### config.mk
export PLATFORM = sky130hd
export DESIGN_NAME = dma_chain_engine
export DESIGN_NICKNAME = d
export VERILOG_FILES = /design/src/rtl/dma_chain_engine.sv
export SDC_FILE = /design/constraint.sdc
export NUM_CORES = 1
export LEC_CHECK = 0
export ABC_AREA = 1
export CAP_MARGIN = 20
export CELL_PAD_IN_SITES_DETAIL_PLACEMENT = 0
export CELL_PAD_IN_SITES_GLOBAL_PLACEMENT = 2
export CORE_MARGIN = 8
export CORE_UTILIZATION = 35
export DETAILED_ROUTE_END_ITERATION = 8
export DONT_BUFFER_PORTS = 1
export MAX_ROUTING_LAYER = met4
export PLACE_DENSITY = 0.84
export SLEW_MARGIN = 20
export SYNTH_ARGS = -nofsm -noshare
export SYNTH_HDL_FRONTEND = slang
export SYNTH_SLANG_ARGS = --single-unit
### constraint.sdc
create_clock -name clk -period 2.6 [get_ports clk]
set_input_delay 0 -clock clk [delete_from_list [all_inputs] [get_ports clk]]
set_output_delay 0 -clock clk [all_outputs]
set_load 0.05 [all_outputs]
### src/rtl/dma_chain_engine.sv
module dma_chain_engine #(
  parameter int AW = 16,
  parameter int BW = 16
) (
  input  logic          clk,
  input  logic          rst_n,
  input  logic          start,
  input  logic          cfg_dir,
  input  logic [1:0]    cfg_mode,
  input  logic          cfg_chain,
  input  logic [AW-1:0] cfg_index,
  input  logic [AW-1:0] cfg_modify,
  input  logic [AW-1:0] cfg_count,
  input  logic [AW-1:0] cfg_next,
  output logic          busy,
  output logic          irq,
  input  logic          ext_req,
  output logic          ext_gnt,
  input  logic [BW-1:0] ext_din,
  output logic [BW-1:0] ext_dout,
  output logic [AW-1:0] mem_addr,
  output logic          mem_re,
  output logic          mem_we,
  output logic [3*BW-1:0] mem_wdata,
  input  logic [3*BW-1:0] mem_rdata
);
  localparam int DW = 3 * BW;

  typedef enum logic [1:0] {S_IDLE, S_XFER, S_FETCH} st_t;

  st_t           st;
  logic [AW-1:0] idx, mdf, cnt, nxt;
  logic          dir_q, chain_q;
  logic [1:0]    mode_q, beat, fi;
  logic [DW-1:0] acc;

  logic [1:0] last_idx;
  logic       last_beat, active;

  assign last_idx  = (mode_q == 2'd0) ? 2'd0 : (mode_q == 2'd1) ? 2'd1 : 2'd2;
  assign last_beat = (beat == last_idx);
  assign active    = (st == S_XFER) && (cnt != '0);

  assign busy      = (st != S_IDLE);
  assign ext_gnt   = active && ext_req;
  assign mem_addr  = (st == S_FETCH) ? nxt + AW'(fi) : idx;
  assign mem_re    = (st == S_FETCH) || (active && dir_q);
  assign mem_we    = ext_gnt && !dir_q && last_beat;
  assign mem_wdata = acc | (DW'(ext_din) << (BW * beat));
  assign ext_dout  = mem_rdata[BW*beat +: BW];

  always_ff @(posedge clk or negedge rst_n) begin
    if (!rst_n) begin
      st      <= S_IDLE;
      idx     <= '0;
      mdf     <= '0;
      cnt     <= '0;
      nxt     <= '0;
      dir_q   <= 1'b0;
      chain_q <= 1'b0;
      mode_q  <= 2'd0;
      beat    <= 2'd0;
      fi      <= 2'd0;
      acc     <= '0;
      irq     <= 1'b0;
    end else begin
      irq <= 1'b0;
      unique case (st)
        S_IDLE: if (start) begin
          idx     <= cfg_index;
          mdf     <= cfg_modify;
          cnt     <= cfg_count;
          nxt     <= cfg_next;
          dir_q   <= cfg_dir;
          chain_q <= cfg_chain;
          mode_q  <= cfg_mode;
          beat    <= 2'd0;
          acc     <= '0;
          st      <= S_XFER;
        end
        S_XFER: begin
          if (cnt == '0) begin
            irq <= 1'b1;
            fi  <= 2'd0;
            st  <= (chain_q && nxt != '0) ? S_FETCH : S_IDLE;
          end else if (ext_req) begin
            if (last_beat) begin
              beat <= 2'd0;
              acc  <= '0;
              idx  <= idx + mdf;
              cnt  <= cnt - AW'(1);
            end else begin
              beat <= beat + 2'd1;
              acc  <= mem_wdata;
            end
          end
        end
        S_FETCH: begin
          unique case (fi)
            2'd0: idx <= mem_rdata[AW-1:0];
            2'd1: mdf <= mem_rdata[AW-1:0];
            2'd2: cnt <= mem_rdata[AW-1:0];
            default: begin
              nxt  <= mem_rdata[AW-1:0];
              beat <= 2'd0;
              acc  <= '0;
              st   <= S_XFER;
            end
          endcase
          fi <= fi + 2'd1;
        end
        default: st <= S_IDLE;
      endcase
    end
  end


  start_busy_ignored_chk: assert property (@(posedge clk) disable iff (!rst_n)
    (busy && start) |=> ($stable(dir_q) && $stable(mode_q) && $stable(chain_q)));


  stall_hold_chk: assert property (@(posedge clk) disable iff (!rst_n)
    (active && !ext_req) |=> ($stable(idx) && $stable(cnt) && $stable(beat)));


  rw_excl_chk: assert property (@(posedge clk) disable iff (!rst_n)
    !(mem_we && mem_re));


  stride_step_chk: assert property (@(posedge clk) disable iff (!rst_n)
    (ext_gnt && last_beat) |=> (idx == $past(idx) + $past(mdf)));


  zero_count_quiet_chk: assert property (@(posedge clk) disable iff (!rst_n)
    (st == S_XFER && cnt == '0) |-> (!ext_gnt && !mem_we));


  irq_pulse_chk: assert property (@(posedge clk) disable iff (!rst_n)
    irq |=> !irq);
endmodule

## Yosys cells after proc, flatten, opt, wreduce, memory -nomap -nowiden

Index checks and enable logic that the tools add are counted.

| storage, ports and cells | value |
|---|---|
| logic and storage cells | 104 |
| bits of input ports | 136 |
| register bits after elaboration | 123 |
| output and inout bits | 85 |

| operators by class | value |
|---|---|
| eq/ne operators | 15 |
| bitwise operators | 1 |
| shifts and indexed selects | 2 |
| reduce and logical (&&, ||, !) cells | 27 |
| mux-type cells | 42 |
| add/subtract/negate cells | 5 |

Operator list:

| operator | count |
|---|---|
| $mux 16 | 15 |
| $mux 48 | 5 |
| $pmux 48 s3 | 1 |
| $pmux 16 s3 | 2 |
| $pmux 16 s2 | 2 |
| $or 48x48->48 | 1 |
| $shiftx 48x7->16 | 1 |
| $shl 16x6->48 | 1 |
| $reduce_bool 16->1 | 2 |
| $mux 2 | 12 |
| $add 16x16->16 | 1 |
| $add 16x2->16 | 1 |
| $logic_not 16->1 | 1 |
| $sub 16x1->16 const B | 1 |
| $pmux 2 s3 | 2 |
| $reduce_and 6->1 | 2 |
| $ne 2x2->1 const B | 5 |
| $reduce_and 3->1 | 3 |
| $ne 2x1->1 const B | 4 |
| $eq 2x1->1 const B | 3 |
| $logic_and 1x1->1 | 6 |
| $logic_not 2->1 | 3 |
| $reduce_bool 2->1 | 3 |
| $reduce_and 5->1 | 1 |
| 10 further kinds | 14 |

## Longest topological paths before layout

Gate-level depths: netlist of run 1.

| depth | value |
|---|---|
| depth in word-level cells | 8 |
| mapped depth | 13 |
| gate-level depth less buffers | 13 |

## Least setup slack after synthesis of run 1

No wires, ideal clock.

| path | value |
|---|---|
| kind | reg2out |
| start | register fi[0] |
| end | output mem_addr[14] |
| setup slack | -0.197 ns |
| buffers on the path | 0 |
| arrival | 2.797 ns |
| stages on the path, launching flop included | 12 |
| data required time | 2.600 ns |
| cell sequence | dfrtp_1 -> ha_1 -> inv_1 -> fa_1 -> inv_1 -> nand4_1 -> nor2_1 -> nand2_1 -> nor2_1 -> nand2_1 -> xor2_1 -> o21ai_0 |

| on the way | value |
|---|---|
| longest elaborated chain between the ends | 2 |

RTL lines:

| what | line | text |
|---|---|---|
| start, declared | 34 | `logic [1:0] mode_q, beat, fi;` |
| start signal, assigned | 110 | `fi <= fi + 2'd1;` |
| $add 16x2->16 | 46 | `assign mem_addr = (st == S_FETCH) ? nxt + AW'(fi) : idx;` |
| $mux 16 | 46 |  |
| end, declared | 21 | `output logic [AW-1:0] mem_addr,` |

Every way passes these cells.

## Worst setup path after layout of run 1

Same ends and word-level chain as after synthesis.

==> results of run 1 <==
[critical path, cell delays in order, from the launching register on]
cell	delay, ns
dfrtp_1	0.37
ha_2	0.20
inv_2	0.04
fa_2	0.35
inv_2	0.07
nand4_1	0.12
nor2_2	0.16
nand2_2	0.11
nor2_4	0.13
nand2_1	0.07
xor2_1	0.15
o21ai_1	0.16
buf_6	0.18
[layer usage]
layer  wire length, µm  share of wire (%)  track usage [%]
met5                 0                  0                -
met4              1030                3.1             8.77
met3              2280                6.9             4.77
met2             14900                 45             34.8
met1             14900                 45             31.3
[registers in the layout, summed over array words and instances (netlist names)]
register	count
dir_q	1
mdf	16
nxt	16
st	2
fi	2
chain_q	1
irq	1
beat	2
mode_q	2
idx	16
cnt	16
acc	48
[through the flow]
stage / setup TNS [ns] / util (%) / setup WS [ns] / power [W]
finish: 0 / 47.7 / 0.0612 / 0.0181
floorplan: 0 / - / 0.0171 / 0.0113
global route: -0.236 / 47.7 / -0.131 / 0.0195
global placement: 0 / 38.9 / 0.362 / 0.0145
detailed placement: 0 / 38.9 / 0.295 / 0.0146
CTS: 0 / 47.1 / 0.0143 / 0.0177
[kinds of logic (layout without fill, tap and decap cells)]
group	after synthesis	count (layout)	synth area share, %
adders and majority gates	30	30	4.73
AOI/OAI and AO/OA	237	237	15.2
muxes	4	4	0.546
buffers and inverters	191	384	9.75
and+or+nand+nor	605	605	31.3
DFF	123	123	37.3
xor gates and xnor gates	10	10	1.15
other	0	5	0
[power by group]
group / total [W] / switching [W] / internal, W
Sequential: 0.00340 / 0.000723 / 0.00267
Clock: 0.00236 / 0.00109 / 0.00128
Combinational: 0.0123 / 0.00819 / 0.00411
[how the worst min path moves through the flow]
| stage | cells past startpoint | slack, ns | start | to |
|---|---|---|---|---|
| global route | 0 | -0.75 | rst_n | idx[14] |
| global placement | 0 | -0.29 | rst_n | idx[14] |
| detailed placement | 0 | -0.29 | rst_n | idx[14] |
| floorplan | 0 | -0.30 | rst_n | acc[0] |
| CTS | 0 | -0.76 | rst_n | idx[14] |
| finish | 0 | -0.73 | rst_n | idx[14] |
[area by class of cell]
| class | instances | share of cell area, % |
|---|---|---|
| inverter | 138 | 4.72 |
| clock buffer | 17 | 3.82 |
| antenna | 5 | 0.112 |
| tap | 319 | 3.59 |
| clock inverter | 15 | 1.28 |
| timing repair buffer | 214 | 18.8 |
| sequential | 123 | 27.7 |
| multi-input combinational | 886 | 40.0 |
[placed cells by master, fill, tap and decap left out, drive strengths merged, types with 4 or more instances in the layout]
cell / netlist / routed
nand2: 358 / 358
inv: 138 / 150
dlygate4sd3: 0 / 128
nor2: 124 / 124
dfrtp: 123 / 123
o21ai: 119 / 119
a21oi: 85 / 85
buf: 30 / 84
nand3: 63 / 63
nand4: 36 / 36
ha: 28 / 28
a31oi: 27 / 27
clkbuf: 23 / 19
nor3: 10 / 10
xor2: 7 / 7
or2: 6 / 6
diode: 0 / 5
o211ai: 4 / 4
mux2: 4 / 4
[what timing repair did]
action / CTS / global route
hold endpoints to repair: 216 / 123
setup buffers: 7 / 3
pin swaps: 2 / 6
cloned: 0 / 2
endpoints found under the setup margin: 3 / 35
resized for setup: 5 / 16
==> results.md, run 1 <==
* Core box area at 0.0233 mm²
* Crit-path max FO at 3
* Worst Tran Pin Value at 0.969 ns
* Largest cells by area after synthesis: dfrtp_1 (37%), nand2_1 (16%), inv_1 (6.1%)
* Setup violators final at 0
* Grt ovf at 0
* Unrepaired setup endpoints after global routing: yes
* Synth top area share at 37.3%
* Crit path launch: fi[0]
* Max Cap Violations at 0
* Placer Congestion at 0.854
* CP Class: reg2out
* Clock Skew at 0.0120 ns
* Failing checks: hold timing
* Root buf cell: clkbuf_16
* Vias in the first global route at 8716
* Synth Warn # at 0
* Clock Latency Late Sink at 0.43 ns
* CTS Buf Count at 17
* Die width at 170 µm
* Post-layout min period at 2.54 ns
* Nets at 1546
* Reg2Reg Depth at 8
* Clk buf depth at 2
* HP Class: in2async
* Final std cells w/o fill at 1717
* RR Startpoint: st[0]
* Post-Route WL at 33100 µm
* Proportion of layout cells with a drive suffix above 1 at 12.1%
* Hold WS at -0.731 ns
* Clock slew at reported path FFs at 0.07 ns
* Starting DRT DRC Count at 833
* Clock net sink count at 123
* Achievable Freq at 0.394 GHz
* Startpoint types: flip-flop
* Placed cells at 1541
* CP Capture Type: output port
* Hold buffer count at cts at 128
* First-pass GRT wire length at 50800 µm
* Final Hold Vio Count at 123
* Die ar. at 0.0287 mm²
* Die Height at 170 µm
* Final ANT Viol Nets at 0
* CP required at 2.60 ns
* Number of synthesized flops with an enable pin at 0
* Yosys top cell by area: dfrtp_1
* Gr usage total at 23.5%
* CTS tree: built
* DRC viols at 0
* Starting Density at 35.4%
* IO Port Bufs at 0
* Cell count after synthesis at 1200
* Synth unique cells at 40
* Status: finished with violations
* Initial antenna violation count at 5
* Final Cell Area at 0.0111 mm²
* Syn Area/Cell at 6.88 µm²
* Tcrit/Tclk final at 97.6%
* FILL cells at 2360
* Yosys reg bits at 123
* FP Rows at 56
* Top-level I/O count at 221
* Pre-Repair DR Iteration Count at 5
* Count leader, synth: nand2_1
* Vias/cell at 5.13
* Mapped Nets at 1366
* CTS H-tree lvls at 4
* Synth Flop Type: dfrtp_1
* Cell Pwr Density at 1620 mW/mm²
* Critical Path AT at 2.54 ns
* Slew HR at 35.4%
* RR Endpoint: cnt[6]
* DP Area at 0.00908 mm²
* Async SR Flop Fraction at 100%
* Sequential-to-total area share from yosys stat at 37.3%
* Most frequent cells after synthesis: nand2_1 (355), inv_1 (133), dfrtp_1 (123)
* R2r setup slk at 0.11 ns
* HPWL Detailed at 23800 µm
* DR vias at 8807
* Register area at 0.00308 mm²
* WL/cell at 19.3 µm
* Synth Cell Area at 0.00825 mm²
* Multi-input gate area at 0.00446 mm²
* Maximum vdd drop at 823 µV
* P_leak at 5.36 nW
* Max Slew Vio Count at 0
* Crit path to: mem_addr[14]
* Largest net degree at the start of global routing at 124
* Area grow syn2layout at 34.9%
(Power assumes the default switching activity.)
==> run 2: changes to the inputs <==
--- a/config.mk
+++ b/config.mk
@@ -5,14 +5,14 @@
 export SDC_FILE = /design/constraint.sdc
 export NUM_CORES = 1
 export LEC_CHECK = 0
-export ABC_AREA = 1
+export ABC_AREA = 0
+export BUFFER_PORTS_ARGS = -buffer_cell sky130_fd_sc_hd__buf_2
 export CAP_MARGIN = 20
 export CELL_PAD_IN_SITES_DETAIL_PLACEMENT = 0
 export CELL_PAD_IN_SITES_GLOBAL_PLACEMENT = 2
 export CORE_MARGIN = 8
-export CORE_UTILIZATION = 35
+export CORE_UTILIZATION = 31
 export DETAILED_ROUTE_END_ITERATION = 8
-export DONT_BUFFER_PORTS = 1
 export MAX_ROUTING_LAYER = met4
 export PLACE_DENSITY = 0.84
 export SLEW_MARGIN = 20
==> run 2 against run 1 <==
The flow now finishes without violations. First-iteration DRC count down 37%. Final cell count down 8.6%. Via count down 9.6%. Largest power group unchanged.
==> results.md, run 2 <==
* Status: complete, no violations
* Post-layout min period at 2.45 ns
* CP Buf/Inv Count at 3
* Mapped Nets at 1090
* Startpoint types: flip-flop
* Gr usage total at 19.6%
* WL/cell at 19.0 µm
* Yosys top cell by area: dfrtp_1
* Leading cell types in the layout, fill and taps excluded: buf_2 (217), nand2_1 (126), dfrtp_1 (121), nor2_1 (94), dlygate4sd3_1 (79)
* Clock net sink count at 123
* Critical path, cell by cell: inv_1, ha_2, a2111oi_4, nand3b_4, buf_4, o31ai_1, dlygate4sd3_1
* Synth Cell Area at 0.00794 mm²
* Clock Skew at 0.0119 ns
* Die ar. at 0.0310 mm²
* CP Capture Type: flip-flop
* Most common cell after layout, fill and taps aside: buf_2
* Final Hold Vio Count at 0
* CTS tree: built
* Max reg flops at 48
* Int Power at 0.00719 W
* Clock Latency Late Sink at 0.42 ns
* FP Rows at 58
* Area grow syn2layout at 39.4%
* Hold path cells at 3
* IO Port Bufs at 220
* Largest reg by FF count: acc
* Synth Flop Type: dfrtp_1
* Slew HR at 58.4%
* Final Core Density at 44.0%
* Setup TNS at 0 ns
* Top-level I/O count at 221
* Setup violators final at 0
* Largest net degree at the start of global routing at 64
* Grt ovf at 0
* Critical Path AT at 2.80 ns
* Starting Density at 31.5%
* Final std cells w/o fill at 1569
* Achievable Freq at 0.409 GHz
* DP Area at 0.00956 mm²
* Worst Tran Pin Value at 0.616 ns
* First-pass GRT wire length at 46900 µm
* Placed cells at 1450
* Sequential-to-total area share from yosys stat at 38.8%
* Synth unique cells at 61
* Post-Route WL at 29800 µm
* Synth Warn # at 0
* Max Cap Violations at 0
* Crit path to: idx[0]
* Critical-path cell with the highest stage delay: dlygate4sd3_1
* Cell Pwr Density at 1330 mW/mm²
* Crit-path max FO at 12
* Cell count after synthesis at 924
* Clock power frac at 16.4%
* CP required at 2.96 ns
* Switch share at 51.2%
* DR vias at 7959
* Crit path depth at 7
* Reg2Reg Depth at 7
* Die width at 176 µm
* CTS Buf Count at 17
* Async SR Flop Fraction at 100%
* DRC viols at 0
* Vias in the first global route at 8227
* Starting DRT DRC Count at 527
* Max incr delay on CP at 0.58 ns
* Clk buf depth at 2
* Comb power frac at 60.9%
* Initial antenna violation count at 2
* Count leader, synth: nand2_1
* RR Startpoint: st[0]
* Max Slew Vio Count at 0
* Clock slew at reported path FFs at 0.07 ns
* Nets at 1390
* Root buf cell: clkbuf_16
* Placer Congestion at 0.881
* Maximum vdd drop at 652 µV
* HP Class: in2reg
* Die Height at 176 µm
* Synth top area share at 38.8%
* Number of synthesized flops with an enable pin at 0
* CP top delay family: buffers and inverters
* CTS H-tree lvls at 4
* Most frequent cells after synthesis: nand2_1 (126), dfrtp_1 (123), nor2_1 (95)
* Proportion of layout cells with a drive suffix above 1 at 26.8%
* R2r setup slk at 0.15 ns
* Pre-Repair DR Iteration Count at 5
* Vias/cell at 5.07
* Yosys reg bits at 123
* HPWL Detailed at 22900 µm
* P_leak at 5.25 nW
* Final Cell Area at 0.0111 mm²
* Largest cells by area after synthesis: dfrtp_1 (39%), nand2_1 (6.0%), a21o_1 (5.0%)
* Tcrit/Tclk final at 94.1%
* Psw at 0.00754 W
* Core box area at 0.0252 mm²
* Crit path launch: st[0]
* Seq pwr share at 22.6%
* RR Endpoint: idx[0]
* Syn Area/Cell at 8.59 µm²
* FILL cells at 2506
* CP Class: reg2reg
* Final ANT Viol Nets at 0
run 2: cell types whose count changed in the layout (fill, tap and decap cells not counted), sizes merged, moves of 27 or more:
cell and change:
inv -116, a21oi -37, nor2 -28, a21boi +48, buf +179, mux2i +27
a21o +53, dlygate4sd3 -49, nand2 -232, o21ai -60, nand3 -49
run 2: per-layer routing:
layer | part of all wire [%] | global-route usage (%)
met5 | 0 | -
met4 | 1.4 | 4.52
met3 | 4.6 | 3.59
met2 | 47 | 31.0
met1 | 47 | 25.7
run 2: power groups by stage:
| stage | registers [W] | clock network [W] | logic [W] |
|---|---|---|---|
| after floorplan | 0.00308 | 0 | 0.00642 |
| after CTS | 0.00332 | 0.00246 | 0.00881 |
| final | 0.00333 | 0.00242 | 0.00898 |
| after detailed placement | 0.00336 | 0 | 0.00865 |
| after global placement | 0.00333 | 0 | 0.00863 |
| after global routing | 0.00344 | 0.00255 | 0.00986 |
run 2: worst min-delay path, cell delays in order:
cell and delay (ns):
buf_2 0.13, nand2_1 0.16, a31oi_1 0.10
run 2: logic make-up after synthesis:
group	synth area share [%]
xor+xnor	2.98
fa+ha+maj	4.92
compound gates	25.3
flops	38.8
buf+inv	4.41
mux	4.40
simple gates	19.2
run 2: worst min-delay path by stage:
stage,startpoint,to
3_3_place_gp,rst_n,acc[29]
4_1_cts,cfg_count[12],cnt[12]
6_report,mem_rdata[13],nxt[13]
2_1_floorplan,rst_n,acc[0]
5_1_grt,ext_din[13],acc[13]
3_5_place_dp,rst_n,acc[29]
run 2: cell type report:
class / count / area, µm² / area share, %
Clock inverter: 15 / 173 / 1.56
Sequential cell: 123 / 3080 / 27.8
Clock buffer: 17 / 425 / 3.84
Tap cell: 330 / 413 / 3.73
Multi-Input combinational cell: 714 / 4600 / 41.5
Timing Repair Buffer: 342 / 2280 / 20.6
Antenna cell: 2 / 5.00 / 0.0452
Inverter: 26 / 97.6 / 0.882
run 2: through the flow:
| step | hold WS, ns | power, W | worst slack, ns |
|---|---|---|---|
| floorplan | -0.296 | 0.00951 | 0.0705 |
| global placement | 0.0417 | 0.0120 | 0.226 |
| detailed placement | 0.0446 | 0.0120 | 0.204 |
| CTS | 0.000547 | 0.0146 | 0.00206 |
| global route | 0.0158 | 0.0158 | -0.00836 |
| finish | 0.00578 | 0.0147 | 0.153 |
run 2: what timing repair did:
action	in CTS	in global routing
setup endpoints to repair	3	11
hold buffers	79	0
hold endpoints to repair	119	0
pin swaps	0	3
buffers inserted	0	6
gates resized for setup	3	12
==> run 3: changes to the inputs <==
--- a/config.mk
+++ b/config.mk
@@ -5,16 +5,15 @@
 export SDC_FILE = /design/constraint.sdc
 export NUM_CORES = 1
 export LEC_CHECK = 0
-export ABC_AREA = 0
+export ABC_AREA = 1
 export BUFFER_PORTS_ARGS = -buffer_cell sky130_fd_sc_hd__buf_2
 export CAP_MARGIN = 20
 export CELL_PAD_IN_SITES_DETAIL_PLACEMENT = 0
 export CELL_PAD_IN_SITES_GLOBAL_PLACEMENT = 2
 export CORE_MARGIN = 8
-export CORE_UTILIZATION = 31
+export CORE_UTILIZATION = 29
 export DETAILED_ROUTE_END_ITERATION = 8
-export MAX_ROUTING_LAYER = met4
-export PLACE_DENSITY = 0.84
+export PLACE_DENSITY = 0.85
 export SLEW_MARGIN = 20
 export SYNTH_ARGS = -nofsm -noshare
 export SYNTH_HDL_FRONTEND = slang
==> run 3 against run 2 <==
Sequential power barely moved. Combinational power rose by 26%. Core utilization decreased by 3.2 points. Sequential share of layout area decreased by 0.80 points. Via count rose by 15%. Power is 16% higher. Maximum frequency decreased by 1.8%. Worst hold slack better by 0.021 ns. Clock power is 2% lower.
==> results.md, run 3 (synthesis gave the netlist of run 1 again) <==
* Status: complete, no violations
* Gr usage total at 20.3%
* Worst Tran Pin Value at 0.762 ns
* Area grow syn2layout at 38.0%
* Top-level I/O count at 221
* Tcrit/Tclk final at 95.8%
* Core box area at 0.0279 mm²
* Hold WS at 0.0267 ns
* HP Class: in2reg
* Setup violators final at 0
* HPWL Detailed at 26200 µm
* Grt ovf at 0
* CTS Buf Count at 17
* Die ar. at 0.0341 mm²
* Critical path's most frequent cell: inv_1
* Achievable Freq at 0.401 GHz
* Vias in the first global route at 9174
* Cell Pwr Density at 1500 mW/mm²
* Multi-input gate area at 0.00442 mm²
* Max Cap Violations at 0
* First-pass GRT wire length at 53100 µm
* CP top delay family: buffers and inverters
* Final Hold Vio Count at 0
* Proportion of layout cells with a drive suffix above 1 at 21.4%
* Max Slew Vio Count at 0
* Slew HR at 49.2%
* Placer Congestion at 0.882
* CP Capture Type: output port
* Clock net sink count at 123
* Post-layout min period at 2.49 ns
* CP Buf/Inv Count at 5
* Pre-Repair DR Iteration Count at 5
* Vias/cell at 4.82
* RR Startpoint: st[0]
* Initial antenna violation count at 1
* FP Rows at 61
* Root buf cell: clkbuf_16
* Final ANT Viol Nets at 0
* Most common cell after layout, fill and taps aside: nand2_1
* Crit-path max FO at 56
* Startpoint types: flip-flop
* Setup TNS at 0 ns
* Hold path startpoint: mem_rdata[5]
* IO Port Bufs at 220
* CP required at 2.60 ns
* FILL cells at 3032
* DRC viols at 0
* CTS H-tree lvls at 4
* Crit path launch: st[1]
* Final std cells w/o fill at 1899
* Nets at 1673
* Critical Path AT at 2.49 ns
* Critical path, cell by cell: inv_1, ha_2, buf_12, inv_1, a21oi_2, inv_1, nor4_2, buf_2
* Die Height at 185 µm
* Clock Latency Late Sink at 0.43 ns
* Placed cells at 1769
* Clk buf depth at 2
* Max reg flops at 48
* Maximum vdd drop at 675 µV
* Critical-path cell with the highest stage delay: dfrtp_1
* Post-Route WL at 34600 µm
* Largest reg by FF count: acc
* Die width at 185 µm
* DR vias at 9146
* Clock Skew at 0.0153 ns
* Starting DRT DRC Count at 608
* Max incr delay on CP at 0.42 ns
* WL/cell at 18.2 µm
* CP Class: reg2out
* Clock slew at reported path FFs at 0.06 ns
* Register area at 0.00308 mm²
* Unrepaired setup endpoints after global routing: yes
* Starting Density at 29.5%
* P_leak at 5.82 nW
* CTS tree: built
* Largest net degree at the start of global routing at 76
* Leading cell types in the layout, fill and taps excluded: nand2_1 (354), buf_2 (213), inv_1 (131), dfrtp_1 (123), nor2_1 (114)
-- run 3: layout make-up --
cell class | instances | area share (%)
well taps | 378 | 4.15
clock inverters | 15 | 1.32
diodes | 1 | 0.0220
inverters | 138 | 4.61
repair buffers | 341 | 20.3
clock buffers | 17 | 3.74
multi-input cells | 886 | 38.9
flip-flops and latches | 123 | 27.0
-- run 3: path summary, 6_finish.rpt --
| kind | end | slack, ns | cells past startpoint |
|---|---|---|---|
| worst max-delay path | mem_we | 0.11 | 8 |
| worst min-delay path | nxt[5] | 0.03 | 3 |
| worst max register to register | mdf[14] | 0.33 | 8 |
| worst min register to register | cnt[0] | 0.51 | 2 |
| max in group asynchronous | mdf[15] | 1.89 | 3 |
| min in group asynchronous | st[0] | 0.16 | 3 |
-- run 3: through the flow --
stage               utilization [%]  setup slack [ns]  total power, W  instance area [µm²]
floorplan                         -            0.0171          0.0113                 8260
global placement               35.0             0.317          0.0144                 9790
finish                         40.8             0.108          0.0170                11400
CTS                            40.6            0.0150          0.0170                11300
global route                   40.8           -0.0271          0.0185                11400
detailed placement             35.0             0.257          0.0144                 9790
-- run 3: worst register-to-register path, delay by kind of cell, from the launching register on --
family,cells,cell delay [ns]
simple gates,3,0.57
buf+inv,3,0.79
flops,1,0.43
compound gates,1,0.18
fa+ha+maj,1,0.20
-- run 3: power by group --
part / internal, W / switching, W
sequential: 0.00267 / 0.000671
combinational: 0.00326 / 0.00807
clock: 0.00127 / 0.00108
-- run 3: layer usage --
layer,vias to the layer above,GRT usage (%),routed length [µm]
li1,4533,-,-
met1,4280,26.5,15400
met2,291,32.9,16100
met3,42,4.21,2240
met4,0,6.59,854
met5,-,0,0
-- run 3: repair_timing --
action                     4_1_cts  5_1_grt
setup endpoints to repair        3        8
gates resized for setup          6       16
pin swaps                        3        4
buffers inserted                 4        0
hold endpoints to repair       208        0
hold buffers                    93        0
